File: src/rtl/fsq_pkg.sv
package fsq_pkg;
  localparam int EXP_W  = 8;
  localparam int FRAC_W = 23;
  localparam int WORD_W = 1 + EXP_W + FRAC_W;
  localparam int VEC_W  = 128;
  localparam int UPR_W  = VEC_W - WORD_W;
  localparam int SIG_W  = FRAC_W + 1;          // significand with hidden bit
  localparam int ROOT_W = SIG_W + 1;           // significand plus guard bit
  localparam int RAD_W  = 2 * ROOT_W;          // radicand width
  localparam int CNT_W  = $clog2(ROOT_W);
  localparam int BIAS   = (1 << (EXP_W - 1)) - 1;
  localparam logic [WORD_W-1:0] DEFAULT_NAN = 32'hFFC0_0000;
  localparam logic [WORD_W-1:0] QUIET_MASK  = 32'h0040_0000;

  typedef enum logic [1:0] {
    RND_NEAR = 2'b00,
    RND_DOWN = 2'b01,
    RND_UP   = 2'b10,
    RND_ZERO = 2'b11
  } rnd_mode_t;

  typedef enum logic [1:0] {ST_IDLE, ST_ITER, ST_FIN} fsq_state_t;
endpackage

File: src/rtl/fsq_unpack.sv
module fsq_unpack
  import fsq_pkg::*;
(
  input  logic [WORD_W-1:0] op,
  output logic              special,
  output logic [WORD_W-1:0] special_val,
  output logic              special_inv,
  output logic              subnormal,
  output logic [RAD_W-1:0]  radicand,
  output logic [EXP_W-1:0]  root_exp
);
  localparam int LZ_W = $clog2(FRAC_W + 1);

  logic              sgn, ex_max, ex_zero, fr_zero;
  logic [EXP_W-1:0]  ex;
  logic [FRAC_W-1:0] fr;
  logic [LZ_W-1:0]   lz;
  logic [SIG_W-1:0]  sig;
  logic [ROOT_W-1:0] rsig;
  int                eu;
  logic              odd;

  assign sgn     = op[WORD_W-1];
  assign ex      = op[WORD_W-2 -: EXP_W];
  assign fr      = op[FRAC_W-1:0];
  assign ex_max  = &ex;
  assign ex_zero = ~|ex;
  assign fr_zero = ~|fr;
  assign subnormal = ex_zero & ~fr_zero;

  // distance of the leading one below the top fraction bit
  always_comb begin
    lz = '0;
    for (int i = 0; i < FRAC_W; i++)
      if (fr[i]) lz = LZ_W'(FRAC_W - 1 - i);
  end

  always_comb begin
    special     = 1'b1;
    special_inv = 1'b0;
    special_val = op;
    if (ex_max && !fr_zero) begin
      special_val = op | QUIET_MASK;
      special_inv = ~fr[FRAC_W-1];
    end else if (ex_zero && fr_zero) begin
      special_val = op;
    end else if (sgn) begin
      special_val = DEFAULT_NAN;
      special_inv = 1'b1;
    end else if (ex_max) begin
      special_val = op;
    end else begin
      special = 1'b0;
    end
  end

  // normalize, then make the exponent even by widening the significand
  always_comb begin
    if (ex_zero) begin
      sig = {1'b0, fr} << (lz + 1);
      eu  = -BIAS - int'(lz);
    end else begin
      sig = {1'b1, fr};
      eu  = int'(ex) - BIAS;
    end
    odd      = eu[0];
    rsig     = odd ? {sig, 1'b0} : {1'b0, sig};
    radicand = {rsig, {ROOT_W{1'b0}}};
    root_exp = EXP_W'((eu - int'(odd)) / 2 + BIAS);
  end
endmodule

File: src/rtl/fsq_root_iter.sv
module fsq_root_iter #(
  parameter int Q_W   = 25,
  parameter int RAD_W = 2 * Q_W
) (
  input  logic             clk,
  input  logic             rst_n,
  input  logic             load,
  input  logic             step,
  input  logic [RAD_W-1:0] radicand_in,
  output logic [Q_W-2:0]   root_lo,
  output logic             rem_nz
);
  localparam int REM_W = Q_W + 3;

  logic [RAD_W-1:0] rad;
  logic [REM_W-1:0] rem, rem_sh, trial;
  logic [Q_W-1:0]   q;
  logic             fits;

  assign rem_sh = {rem[REM_W-3:0], rad[RAD_W-1 -: 2]};
  assign trial  = REM_W'({q, 2'b01});
  assign fits   = rem_sh >= trial;

  always_ff @(posedge clk) begin
    if (!rst_n) begin
      rad <= '0;
      rem <= '0;
      q   <= '0;
    end else if (load) begin
      rad <= radicand_in;
      rem <= '0;
      q   <= '0;
    end else if (step) begin
      rad <= rad << 2;
      rem <= fits ? rem_sh - trial : rem_sh;
      q   <= {q[Q_W-2:0], fits};
    end
  end

  assign root_lo = q[Q_W-2:0];
  assign rem_nz  = |rem;
endmodule

File: src/rtl/fsq_round.sv
module fsq_round
  import fsq_pkg::*;
(
  input  logic [SIG_W-1:0]  root_lo,
  input  logic              rem_nz,
  input  logic [EXP_W-1:0]  root_exp,
  input  rnd_mode_t         mode,
  output logic [WORD_W-1:0] value,
  output logic              inexact
);
  logic guard, lsb, up;

  assign guard   = root_lo[0];
  assign lsb     = root_lo[1];
  assign inexact = guard | rem_nz;

  always_comb begin
    unique case (mode)
      RND_NEAR: up = guard & (rem_nz | lsb);
      RND_UP:   up = guard | rem_nz;
      default:  up = 1'b0;
    endcase
  end

  // a carry out of the fraction moves into the exponent field
  assign value = {1'b0, {root_exp, root_lo[SIG_W-1:1]} + (WORD_W-1)'(up)};
endmodule

File: src/rtl/fsq_sqrt_unit.sv
module fsq_sqrt_unit
  import fsq_pkg::*;
(
  input  logic               clk,
  input  logic               rst_n,
  input  logic               in_valid,
  output logic               in_ready,
  input  logic [WORD_W-1:0]  src2_lo,
  input  logic [UPR_W-1:0]   src1_upper,
  input  logic [WORD_W-1:0]  dst_prev_lo,
  input  logic [1:0]         csr_rc,
  input  logic               emb_round_en,
  input  logic               src_is_reg,
  input  logic [1:0]         rc_override,
  input  logic               mask_en,
  input  logic               mask_bit,
  input  logic               zero_mask,
  output logic               out_valid,
  output logic [VEC_W-1:0]   result,
  output logic               flag_invalid,
  output logic               flag_denormal,
  output logic               flag_inexact
);
  fsq_state_t        state;
  logic [CNT_W-1:0]  cnt;
  logic              accept;

  logic              u_special, u_inv, u_sub;
  logic [WORD_W-1:0] u_val;
  logic [RAD_W-1:0]  u_rad;
  logic [EXP_W-1:0]  u_exp;

  logic              sp_r, sp_inv_r, den_r, wr_r, zm_r;
  logic [WORD_W-1:0] sp_val_r, prev_r;
  logic [UPR_W-1:0]  upper_r;
  logic [EXP_W-1:0]  exp_r;
  rnd_mode_t         mode_r;

  logic [SIG_W-1:0]  root_lo;
  logic              rem_nz, rnd_inx;
  logic [WORD_W-1:0] rnd_val;

  logic [WORD_W-1:0] low_n;
  logic              inv_n, den_n, inx_n;

  assign in_ready = (state == ST_IDLE);
  assign accept   = in_valid & in_ready;

  fsq_unpack u_unpack (
    .op(src2_lo), .special(u_special), .special_val(u_val),
    .special_inv(u_inv), .subnormal(u_sub), .radicand(u_rad),
    .root_exp(u_exp)
  );

  fsq_root_iter #(.Q_W(ROOT_W), .RAD_W(RAD_W)) u_iter (
    .clk(clk), .rst_n(rst_n), .load(accept), .step(state == ST_ITER),
    .radicand_in(u_rad), .root_lo(root_lo), .rem_nz(rem_nz)
  );

  fsq_round u_round (
    .root_lo(root_lo), .rem_nz(rem_nz), .root_exp(exp_r), .mode(mode_r),
    .value(rnd_val), .inexact(rnd_inx)
  );

  // low-lane selection under the writemask
  always_comb begin
    if (wr_r) begin
      low_n = sp_r ? sp_val_r : rnd_val;
      inv_n = sp_r & sp_inv_r;
      inx_n = ~sp_r & rnd_inx;
      den_n = den_r;
    end else begin
      low_n = zm_r ? '0 : prev_r;
      inv_n = 1'b0;
      inx_n = 1'b0;
      den_n = 1'b0;
    end
  end

  always_ff @(posedge clk) begin
    if (!rst_n) begin
      state         <= ST_IDLE;
      cnt           <= '0;
      out_valid     <= 1'b0;
      result        <= '0;
      flag_invalid  <= 1'b0;
      flag_denormal <= 1'b0;
      flag_inexact  <= 1'b0;
      sp_r <= 1'b0; sp_inv_r <= 1'b0; den_r <= 1'b0; wr_r <= 1'b0; zm_r <= 1'b0;
      sp_val_r <= '0; prev_r <= '0; upper_r <= '0; exp_r <= '0;
      mode_r <= RND_NEAR;
    end else begin
      out_valid <= 1'b0;
      unique case (state)
        ST_IDLE: if (accept) begin
          sp_r     <= u_special;
          sp_inv_r <= u_inv;
          sp_val_r <= u_val;
          den_r    <= u_sub;
          exp_r    <= u_exp;
          prev_r   <= dst_prev_lo;
          upper_r  <= src1_upper;
          wr_r     <= ~mask_en | mask_bit;
          zm_r     <= zero_mask;
          mode_r   <= rnd_mode_t'((emb_round_en && src_is_reg) ? rc_override : csr_rc);
          cnt      <= '0;
          state    <= u_special ? ST_FIN : ST_ITER;
        end
        ST_ITER: begin
          cnt <= cnt + 1'b1;
          if (cnt == CNT_W'(ROOT_W - 1)) state <= ST_FIN;
        end
        default: begin
          result        <= {upper_r, low_n};
          flag_invalid  <= inv_n;
          flag_denormal <= den_n;
          flag_inexact  <= inx_n;
          out_valid     <= 1'b1;
          state         <= ST_IDLE;
        end
      endcase
    end
  end
endmodule

File: config.mk
export PLATFORM = sky130hd
export DESIGN_NAME = fsq_sqrt_unit
export DESIGN_NICKNAME = d
export VERILOG_FILES = /design/src/rtl/fsq_pkg.sv /design/src/rtl/fsq_unpack.sv /design/src/rtl/fsq_root_iter.sv /design/src/rtl/fsq_round.sv /design/src/rtl/fsq_sqrt_unit.sv
export SDC_FILE = /design/constraint.sdc
export NUM_CORES = 1
export LEC_CHECK = 0
export ABC_AREA = 1
export BUFFER_PORTS_ARGS = -buffer_cell sky130_fd_sc_hd__buf_2
export CAP_MARGIN = 20
export CORE_ASPECT_RATIO = 0.9
export CORE_MARGIN = 8
export CORE_UTILIZATION = 61
export CTS_BUF_LIST = sky130_fd_sc_hd__clkbuf_16
export CTS_CLUSTER_SIZE = 14
export DETAILED_ROUTE_END_ITERATION = 12
export PLACE_DENSITY = 0.95
export SLEW_MARGIN = 15
export SYNTH_ARGS = -nofsm -noshare
export SYNTH_HDL_FRONTEND = slang
export SYNTH_SLANG_ARGS = --single-unit
File: constraint.sdc
create_clock -name clk -period 6.3 [get_ports clk]
set_input_delay 0.63 -clock clk [delete_from_list [all_inputs] [get_ports clk]]
set_output_delay 0.63 -clock clk [all_outputs]
set_load 0.05 [all_outputs]
# --- Yosys cells after proc, flatten, opt, wreduce, memory -nomap -nowiden ---
# Cells that the tools add are included.
totals:
  elab_cells: 121
  regBits: 392
classes:
  n_reduce_logical: 18
  addsub: 9
  n_lt_le_gt_ge: 1
  n_shift: 1
  n_mux: 54
  eq_ne: 5
  bitwise: 13
ops:
  columns: ["operator", "n"]
  rows:
  - ["2-to-1 mux 32 bit", 7]
  - ["2-to-1 mux 5 bit", 24]
  - ["2-to-1 mux 50 bit", 2]
  - ["left shift 23 x 32 -> 24 bit", 1]
  - ["subtractor 32 x 2 -> 32 bit", 1]
  - ["adder 31 x 1 -> 31 bit", 1]
  - ["greater-or-equal comparator 28 x 27 -> 1 bit", 1]
  - ["2-to-1 mux 28 bit", 1]
  - ["OR reduction 28 bit", 1]
  - ["subtractor 28 x 27 -> 28 bit", 1]
  - ["2-to-1 mux 25 bit", 1]
  - ["2-to-1 mux 24 bit", 1]
  - ["OR reduction 23 bit", 1]
  - ["2-to-1 mux 1 bit", 11]
  - ["case mux 5 bit (2 select lines)", 1]
  - ["subtractor 8 x 6 -> 9 bit (first input constant)", 1]
  - ["subtractor 8 x 7 -> 9 bit (second input constant)", 1]
  - ["adder 8 x 1 -> 8 bit", 1]
  - ["adder 8 bit (second input constant)", 1]
  - ["2-to-1 mux 2 bit", 4]
  - ["AND reduction 8 bit", 1]
  - ["OR reduction 8 bit", 1]
  - ["adder 5 x 1 -> 6 bit (second input constant)", 1]
  - ["AND 1 bit", 6]
  - ["other kinds (16)", 29]

# --- Longest topological paths before layout ---
# Gate-level depths: netlist (run 1).
logic_depth:
  word_depth: 29
  ltp_mapped: 39

# --- By module ---
# From an unflattened synthesis (run 1), not the netlist that was laid out.
unflattened:
  cells_unflattened: 3234
  area_unflattened_um2: 21856.0
modules_own_cells:
  columns: ["mod", "area_each_um2", "instances", "cells_per_inst", "seq_area_each_um2"]
  rows:
  - ["fsq_sqrt_unit", 11294.6, 1, 1375, 6286.0]
  - ["fsq_root_iter", 6652.6, 1, 1037, 2062.0]
  - ["fsq_unpack", 2956.6, 1, 637, 0.0]
  - ["fsq_round", 952.2, 1, 185, 0.0]

# --- Worst setup path after synthesis (run 1) ---
# OpenSTA, ideal clock, no wires.
synth_timing:
  kind: "input to register"
  startpoint: "in src2_lo[2]"
  endpoint: "reg u_iter.rad[48]"
  setup_slack_ps: 3003
  n_path_buf: 2
  setup_ps: 109
  stages: 37
  t_required_ps: 6191
  t_arrival_ps: 3187
  cell_sequence: "inv_2 -> nand2_1 -> nand2_1 -> nand2_1 -> nand2_1 -> nand2_1 -> nand2_1 -> nand2_1 -> nand2_1 -> nand2_1 -> nand2_1 -> nand2_1 -> nand2_1 -> nand2_1 -> nand2_1 -> nand2_1 -> nand2_1 -> nand2_1 -> nand2_1 -> nand2_2 -> nand2_4 -> buf_2 -> ha_1 -> inv_1 -> nor2_1 -> inv_1 -> nand2_1 -> clkinv_1 -> clkbuf_1 -> nand3_1 -> o21ai_0 -> nand2_1 -> nand4_1 -> nand2_1 -> nand3_1 -> nand2_1 -> inv_1"
synth_between:
  elab_chain_len: 26
  elab_cells_between_ends: 28
synth_lines:
  columns: ["element", "line", "source"]
  rows:
  - ["from (decl)", "fsq_sqrt_unit.sv:8", "input logic [WORD_W-1:0] src2_lo,"]
  - ["2-to-1 mux 5 bit (21 in a row)", "fsq_unpack.sv:35", "if (fr[i]) lz = LZ_W'(FRAC_W - 1 - i);"]
  - ["adder 5 x 1 -> 6 bit", "fsq_unpack.sv:60", "sig = {1'b0, fr} << (lz + 1);"]
  - ["left shift 23 x 32 -> 24 bit", "fsq_unpack.sv:60", null]
  - ["2-to-1 mux 24 bit", "fsq_unpack.sv:59", "if (ex_zero) begin"]
  - ["2-to-1 mux 25 bit *", "fsq_unpack.sv:67", "rsig = odd ? {sig, 1'b0} : {1'b0, sig};"]
  - ["2-to-1 mux 50 bit *", "fsq_root_iter.sv:29", "end else if (load) begin"]
  - ["to (signal assigned)", "fsq_root_iter.sv:30", "rad <= radicand_in;"]
  - ["to (signal assigned)", "fsq_root_iter.sv:34", "rad <= rad << 2;"]
  - ["to (decl)", "fsq_root_iter.sv:15", "logic [RAD_W-1:0] rad;"]
# Every way passes the cells marked *; elsewhere a longest branch is shown, timed or not.
# A chain may end at the register's enable or synchronous reset.

# --- Worst setup path after layout (run 1) ---
layout_timing:
  startpoint: "in src2_lo[2]"
  endpoint: "reg u_iter.rad[41]"
# Same word-level chain as after synthesis.

==> results of run 1 <==
## power by group through the flow
| stage | sequential, uW | combinational [uW] | clock (uW) |
|---|---|---|---|
| 2_1_floorplan | 2910 | 1360 | 0 |
| 3_3_place_gp | 2820 | 1880 | 0 |
| 3_5_place_dp | 2830 | 1940 | 0 |
| 4_1_cts | 2770 | 1950 | 2200 |
| 5_1_grt | 2800 | 2180 | 2300 |
| 6_report | 2780 | 2000 | 2200 |
## metrics by stage
step	cell area, um^2	instances	total power (uW)	worst slack [ns]	hold slack, ns
floorplan	18500	2568	4270	3.00	0.423
global placement	20000	3145	4700	1.50	0.433
detailed placement	20000	3146	4760	1.50	0.441
CTS	21200	3214	6920	2.03	0.341
global route	21200	3224	7280	1.56	0.357
finish	21200	3224	6980	1.92	0.343
## worst register-to-register path, cell delays in order, from the launching register on
cell	delay [ns]
dfxtp_1	0.41
nor4_1	0.09
and2_1	0.20
nand4_1	0.16
nand2_1	0.08
a21oi_1	0.21
ha_1	0.22
ha_1	0.17
nand2_1	0.09
nor2_1	0.13
nand2_1	0.08
nor2_1	0.10
inv_1	0.06
nor2_1	0.11
inv_1	0.09
nor2_2	0.11
inv_2	0.05
nor2_2	0.15
nand2_1	0.14
inv_2	0.09
nand2_1	0.08
or4_4	0.48
nor4_2	0.23
xor2_1	0.17
nand2_1	0.08
a41oi_2	0.14
## cell usage in the layout, fill, tap and decap left out, types with 3 or more instances in the layout
cell type	Yosys	final
nor2_1	144	140
xor2_1	30	30
a221oi_1	19	19
nor2_4	2	3
nand2_2	5	6
nor2_2	4	7
nand2_1	545	543
o211ai_1	19	19
xnor2_1	14	14
nand2_4	3	4
clkbuf_16	0	39
o32ai_1	3	3
a21oi_1	229	229
a32o_1	3	3
buf_2	13	304
dfxtp_1	392	392
o21ai_1	9	9
ha_1	37	37
nor4_1	14	13
a22oi_1	3	3
buf_4	5	17
a31oi_1	17	17
diode_2	0	8
or2_2	4	4
a41oi_1	9	9
clkinv_1	2	12
inv_2	9	8
inv_1	273	280
o21ai_0	345	345
nand3_1	159	159
nand3_2	14	14
nor3_1	18	18
o22ai_1	16	16
o31ai_1	24	24
o221ai_1	3	3
o21a_1	16	16
inv_6	0	4
nand4_1	14	14
clkinv_2	0	7
## sequential cells by signal, summed over array words and instances (netlist names), 2 cells and up
signal	flops
u_iter.rem	28
cnt	5
u_iter.q	25
upper_r	96
state	2
mode_r	2
prev_r	32
result	128
u_iter.rad	25
sp_val_r	32
exp_r	8
## worst paths after layout
path	startpoint	end	slack (ns)	depth (start not counted)
max reg2reg	u_iter.rem[7]	result[30]	2.28	25
max	src2_lo[2]	u_iter.rad[41]	1.92	32
min	dst_prev_lo[14]	prev_r[14]	0.34	3
min reg2reg	upper_r[95]	upper_r[95]	0.45	2
## cells by family (layout without fill, tap and decap cells)
family,count (synthesis),count (layout),synth area share [%]
AO/OA/AOI/OAI,732,732,22.1
XOR/XNOR,44,44,2.09
adder cells (fa/ha/maj),37,37,2.51
buffers and inverters,431,676,9.22
flip-flops,392,392,42.5
other,0,8,0
AND/OR/NAND/NOR,932,932,21.5
## cell type report
class	instances	share of cell area [%]
clock inverter	29	0.890
antenna	8	0.0943
inverter	285	5.06
tap	403	2.37
timing repair buffer	323	7.93
clock buffer	39	4.60
multi-input combinational	1745	42.1
sequential	392	37.0
## metal layers
metal  routed length [um]  track usage [%]  vias to the layer above
met3                 6250             6.80                      193
met1                25500             43.5                     9088
met2                28900             52.0                     1114
met4                 2570             14.0                        0
met5                    0                0                        -
li1                     -                -                     9007
==> results.py, run 1 <==
metrics = {
    "outcome": {
        "status": "finished clean",
    },
    "timing": {
        "period_share_pct": 69.5,
        "setup_tns_ns": 0,
        "period_needed_ns": 4.38,
        "rsz0062_at_grt": "false",
        "slew-limit-headroom_pct": 26.9,
        "setup_viol": 0,
        "max_freq_mhz": 228,
        "drv_slew": 0,
        "tightest_slew_ns": 1.10,
        "hold_violations": 0,
        "skew_ns": 0.0306,
    },
    "floorplan": {
        "die_area_um2": 36100,
        "die_h_um": 181,
        "die_width_um": 199,
        "ios": 305,
        "start_util_pct": 61.8,
        "core-area_um2": 29900,
        "core.rowCount": 60,
    },
    "cells_and_area": {
        "regArea_um2": 7850,
        "nNetsFinal": 2995,
        "multi_input_area_um2": 8940,
        "layout-drive-gt1-share_pct": 15.4,
        "n_fill_cell": 2446,
        "syn_to_final_growth_pct": 15.0,
        "utilization_pct": 71.1,
    },
    "placed_design": {
        "hpwl_um": 44900,
        "place_congestion": 1.02,
        "portBuffers": 304,
    },
    "cts": {
        "root_buffer": "clkbuf_16",
        "post_cts_buffers": 0,
        "cts.clk_slew.worst_paths_ns": 0.06,
        "htreeDepth": 2,
        "cts_buffers": 39,
        "clk_latency_ns": 0.55,
        "cts_hold_buf": 0,
        "ctsResizeCount": 0,
        "cts_tree": "yes",
        "clock_path_buffers": 3,
        "clock-sinks": 392,
    },
    "worst_setup_path": {
        "worst_path_dominant_cell_family": "simple AND/OR/NAND/NOR gates",
        "worst_ep_required_time_ns": 6.72,
        "critPathBufInv": 4,
        "crit_fanout": 24,
        "slowest_stage": "inv_1",
        "critical_path_class": "primary input to flip-flop",
        "end_kind": "flip-flop",
        "cp-start-kind": "primary input",
        "cp.arrival_ns": 4.80,
        "cp_common_cell": "nand2_1",
        "crit_path_max_incr_delay_ns": 0.60,
    },
    "power_and_ir_drop": {
        "ir_worst_vdd_mv": 0.278,
        "intPower_uw": 4520,
        "power_per_cell_area_nw_per_um2": 329,
        "p_leak_uw": 0.00942,
        "p_sw_share_pct": 35.2,
        "clkPwrFrac_pct": 31.5,
        "power.switching_uw": 2460,
        "pwr-share-seq_pct": 39.9,
        "comb_power_share_pct": 28.7,
    },
    "global_routing": {
        "grt_pass1_wl_um": 96700,
        "antenna_found_initial": 9,
        "grt_start_max_net_pins": 117,
        "grt_pass1_vias": 17961,
        "overflow": 0,
        "grt_usage_pct": 33.1,
    },
    "route": {
        "routed_via_density": 6.02,
        "ant_nets": 0,
        "drtIter0Drc": 2568,
        "drt_first_pass_iters": 8,
        "vias": 19402,
        "routed_wirelength_um": 63200,
        "routedWlPerCell_um": 19.6,
        "remaining_drc_errors": 0,
    },
    "synthesis": {
        "syn_area_um2": 18500,
        "netlist_top_cells_area": "dfxtp_1, nand2_1, o21ai_0",
        "yosysUniqueCellTypes": 59,
        "yosysSeqAreaShare_pct": 42.5,
        "ys_ff_latch": 392,
        "synth.cells.most_frequent": "nand2_1, dfxtp_1, o21ai_0",
        "async_flop_share_pct": 0,
        "syn_inst": 2568,
        "synthesis.nets": 2777,
        "yosysMostFrequentCell": "nand2_1",
        "syn_avg_cell_area_um2": 7.19,
        "synth_top_area_share_pct": 42.5,
        "synth_edf_count": 0,
        "ys_warn_count": 0,
        "ys.flop_type": "dfxtp_1",
        "yosysTopAreaCell": "dfxtp_1",
    },
    "run": {
        "max_cap_violations": 0,
    },
    "hold_path": {
        "hp-class": "primary input to flip-flop",
    },
}
No activity file was read; power rests on OpenSTA's default activity.
==> run 2: changes to the inputs <==
Settings changed: CORE_UTILIZATION 61 to 51, PLACE_DENSITY 0.95 to 0.87.
Clock period 6.3 ns to 3.8 ns, I/O delays scaled along.
==> run 2 against run 1 <==
Against the previous run: critical path depth down 7; flip-flop and latch count unchanged; die area is 18% higher; cell area up 1.7%; via count is 2.9% lower; wire length decreased by 5.4%; cell count increased by 2.5%; critical endpoint is now result[30].
==> results.py, run 2 (synthesis gave the netlist of run 1 again) <==
metrics = {
    "outcome": {
        "status": "finished clean",
    },
    "route": {
        "vias": 18846,
        "ant_nets": 0,
        "routedWlPerCell_um": 18.1,
        "remaining_drc_errors": 0,
        "drtIter0Drc": 2047,
        "drt_first_pass_iters": 6,
        "routed_via_density": 5.70,
        "routed_wirelength_um": 59800,
    },
    "timing": {
        "worst_slack_ns": 0.272,
        "hold_violations": 0,
        "setup_viol": 0,
        "period_needed_ns": 3.53,
        "hold_ws_ns": 0.0935,
        "slew-limit-headroom_pct": 35.1,
        "drv_slew": 0,
        "skew_ns": 0.0135,
        "period_share_pct": 92.8,
        "tightest_slew_ns": 0.973,
        "max_freq_mhz": 283,
    },
    "worst_setup_path": {
        "critical_path_class": "flip-flop to flip-flop",
        "end_kind": "flip-flop",
        "cp.arrival_ns": 3.99,
        "cp-start-kind": "flip-flop",
        "crit_fanout": 4,
        "worst_ep_required_time_ns": 4.27,
    },
    "global_routing": {
        "overflow": 0,
        "grt_pass1_vias": 17377,
        "grt_start_max_net_pins": 231,
        "grt_pass1_wl_um": 92000,
        "grt_usage_pct": 26.2,
        "antenna_found_initial": 5,
    },
    "cts": {
        "root_buffer": "clkbuf_16",
        "clock_path_buffers": 3,
        "clock-sinks": 392,
        "clk_latency_ns": 0.55,
        "cts.clk_slew.worst_paths_ns": 0.06,
        "cts_tree": "yes",
        "htreeDepth": 2,
        "cts_hold_buf": 0,
        "cts_buffers": 41,
    },
    "power_and_ir_drop": {
        "p_leak_uw": 0.00953,
        "power_per_cell_area_nw_per_um2": 548,
        "finalPower_uw": 11800,
        "p_sw_share_pct": 34.9,
        "ir_worst_vdd_mv": 0.371,
        "intPower_uw": 7700,
        "comb_power_share_pct": 28.8,
        "clkPwrFrac_pct": 32.3,
        "pwr-share-seq_pct": 38.9,
        "power.switching_uw": 4140,
    },
    "floorplan": {
        "ios": 305,
        "core.rowCount": 66,
        "die_width_um": 217,
        "die_h_um": 196,
        "die_area_um2": 42500,
        "core-area_um2": 35900,
        "start_util_pct": 51.4,
    },
    "placed_design": {
        "hpwl_um": 42700,
        "post-place-ws_ns": 0.273,
        "placed_cell_area_um2": 20200,
        "portBuffers": 304,
        "place_congestion": 0.972,
    },
    "cells_and_area": {
        "nNetsFinal": 3006,
        "utilization_pct": 60.1,
        "design_area_um2": 21600,
        "layout-drive-gt1-share_pct": 16.9,
        "largest_reg_flops": 128,
        "layout_common_cells": "nand2_1, dfxtp_1, o21ai_0",
        "syn_to_final_growth_pct": 17.0,
        "n_fill_cell": 3257,
        "largest-register": "result",
        "mostFrequentLayoutCell": "nand2_1",
        "largestRegisters": "result x128, upper_r x96",
    },
    "hold_path": {
        "hp-class": "primary input to flip-flop",
    },
    "run": {
        "max_cap_violations": 0,
    },
}
-- run 2: changes by cell type in the layout (fill, tap and decap cells not counted), moves of 2 or more --
cell / previous run / this run
dfxtp_1: 392 / 372
dfxtp_2: 0 / 18
buf_4: 17 / 25
clkinvlp_4: 0 / 5
inv_6: 4 / 0
clkbuf_16: 39 / 42
clkinv_1: 12 / 9
diode_2: 8 / 5
inv_1: 280 / 277
dfxtp_4: 0 / 2
nor4_1: 13 / 11
-- run 2: stage by stage --
| stage | TNS, ns | instances |
|---|---|---|
| finish | 0 | 3305 |
| floorplan | 0 | 2568 |
| global placement | 0 | 3226 |
| CTS | 0 | 3296 |
| detailed placement | 0 | 3226 |
| global route | -0.0291 | 3305 |
-- run 2: worst max-delay path, cell delays in order, from the launching register on --
cell	delay, ns
dfxtp_1	0.38
nor4_1	0.07
and2_1	0.17
nand4_1	0.13
nand2_1	0.08
a21oi_2	0.15
ha_2	0.20
ha_1	0.16
nand2_1	0.08
nor2_1	0.09
nand2_1	0.07
nor2_1	0.09
inv_1	0.06
nor2_1	0.08
inv_1	0.07
nor2_2	0.13
inv_2	0.08
nor2_4	0.10
nand2_2	0.08
inv_2	0.08
nand2_1	0.08
or4_4	0.47
nor4_4	0.17
xor2_1	0.16
nand2_1	0.07
a41oi_2	0.16
-- run 2: final timing paths --
check / depth (start not counted) / to / slack, ns / start
max: 25 / result[30] / 0.27 / u_iter.rem[14]
min: 3 / prev_r[7] / 0.09 / dst_prev_lo[7]
max reg2reg: 25 / result[30] / 0.27 / u_iter.rem[14]
min reg2reg: 2 / upper_r[74] / 0.45 / upper_r[74]
-- run 2: what timing repair did --
action | CTS | global route
setup buffers | 0 | 2
resized for setup | 0 | 29
endpoints found under the setup margin | 0 | 5
-- run 2: area by class of cell --
| cell class | instances | area, um^2 | share of cell area (%) |
|---|---|---|---|
| Antenna cell | 5 | 12.5 | 0.0580 |
| Clock buffer | 42 | 1050 | 4.87 |
| Clock inverter | 28 | 221 | 1.03 |
| Inverter | 285 | 1070 | 4.97 |
| Multi-Input combinational cell | 1745 | 8980 | 41.6 |
| Sequential cell | 392 | 7880 | 36.5 |
| Tap cell | 476 | 596 | 2.76 |
| Timing Repair Buffer | 332 | 1780 | 8.26 |
-- run 2: power by group through the flow --
stage | sequential [uW] | combinational (uW) | clock (uW)
4_1_cts | 4590 | 3290 | 3870
3_3_place_gp | 4660 | 3220 | 0
6_report | 4600 | 3410 | 3820
3_5_place_dp | 4680 | 3260 | 0
5_1_grt | 4630 | 3710 | 4050
2_1_floorplan | 4830 | 2250 | 0
-- run 2: per-layer routing --
layer	up-vias	part of all wire, %	track usage (%)
met4	0	4.0	10.9
met1	8786	41	34.1
li1	9031	-	-
met3	150	9.0	5.90
met2	879	46	41.7
met5	-	0	0
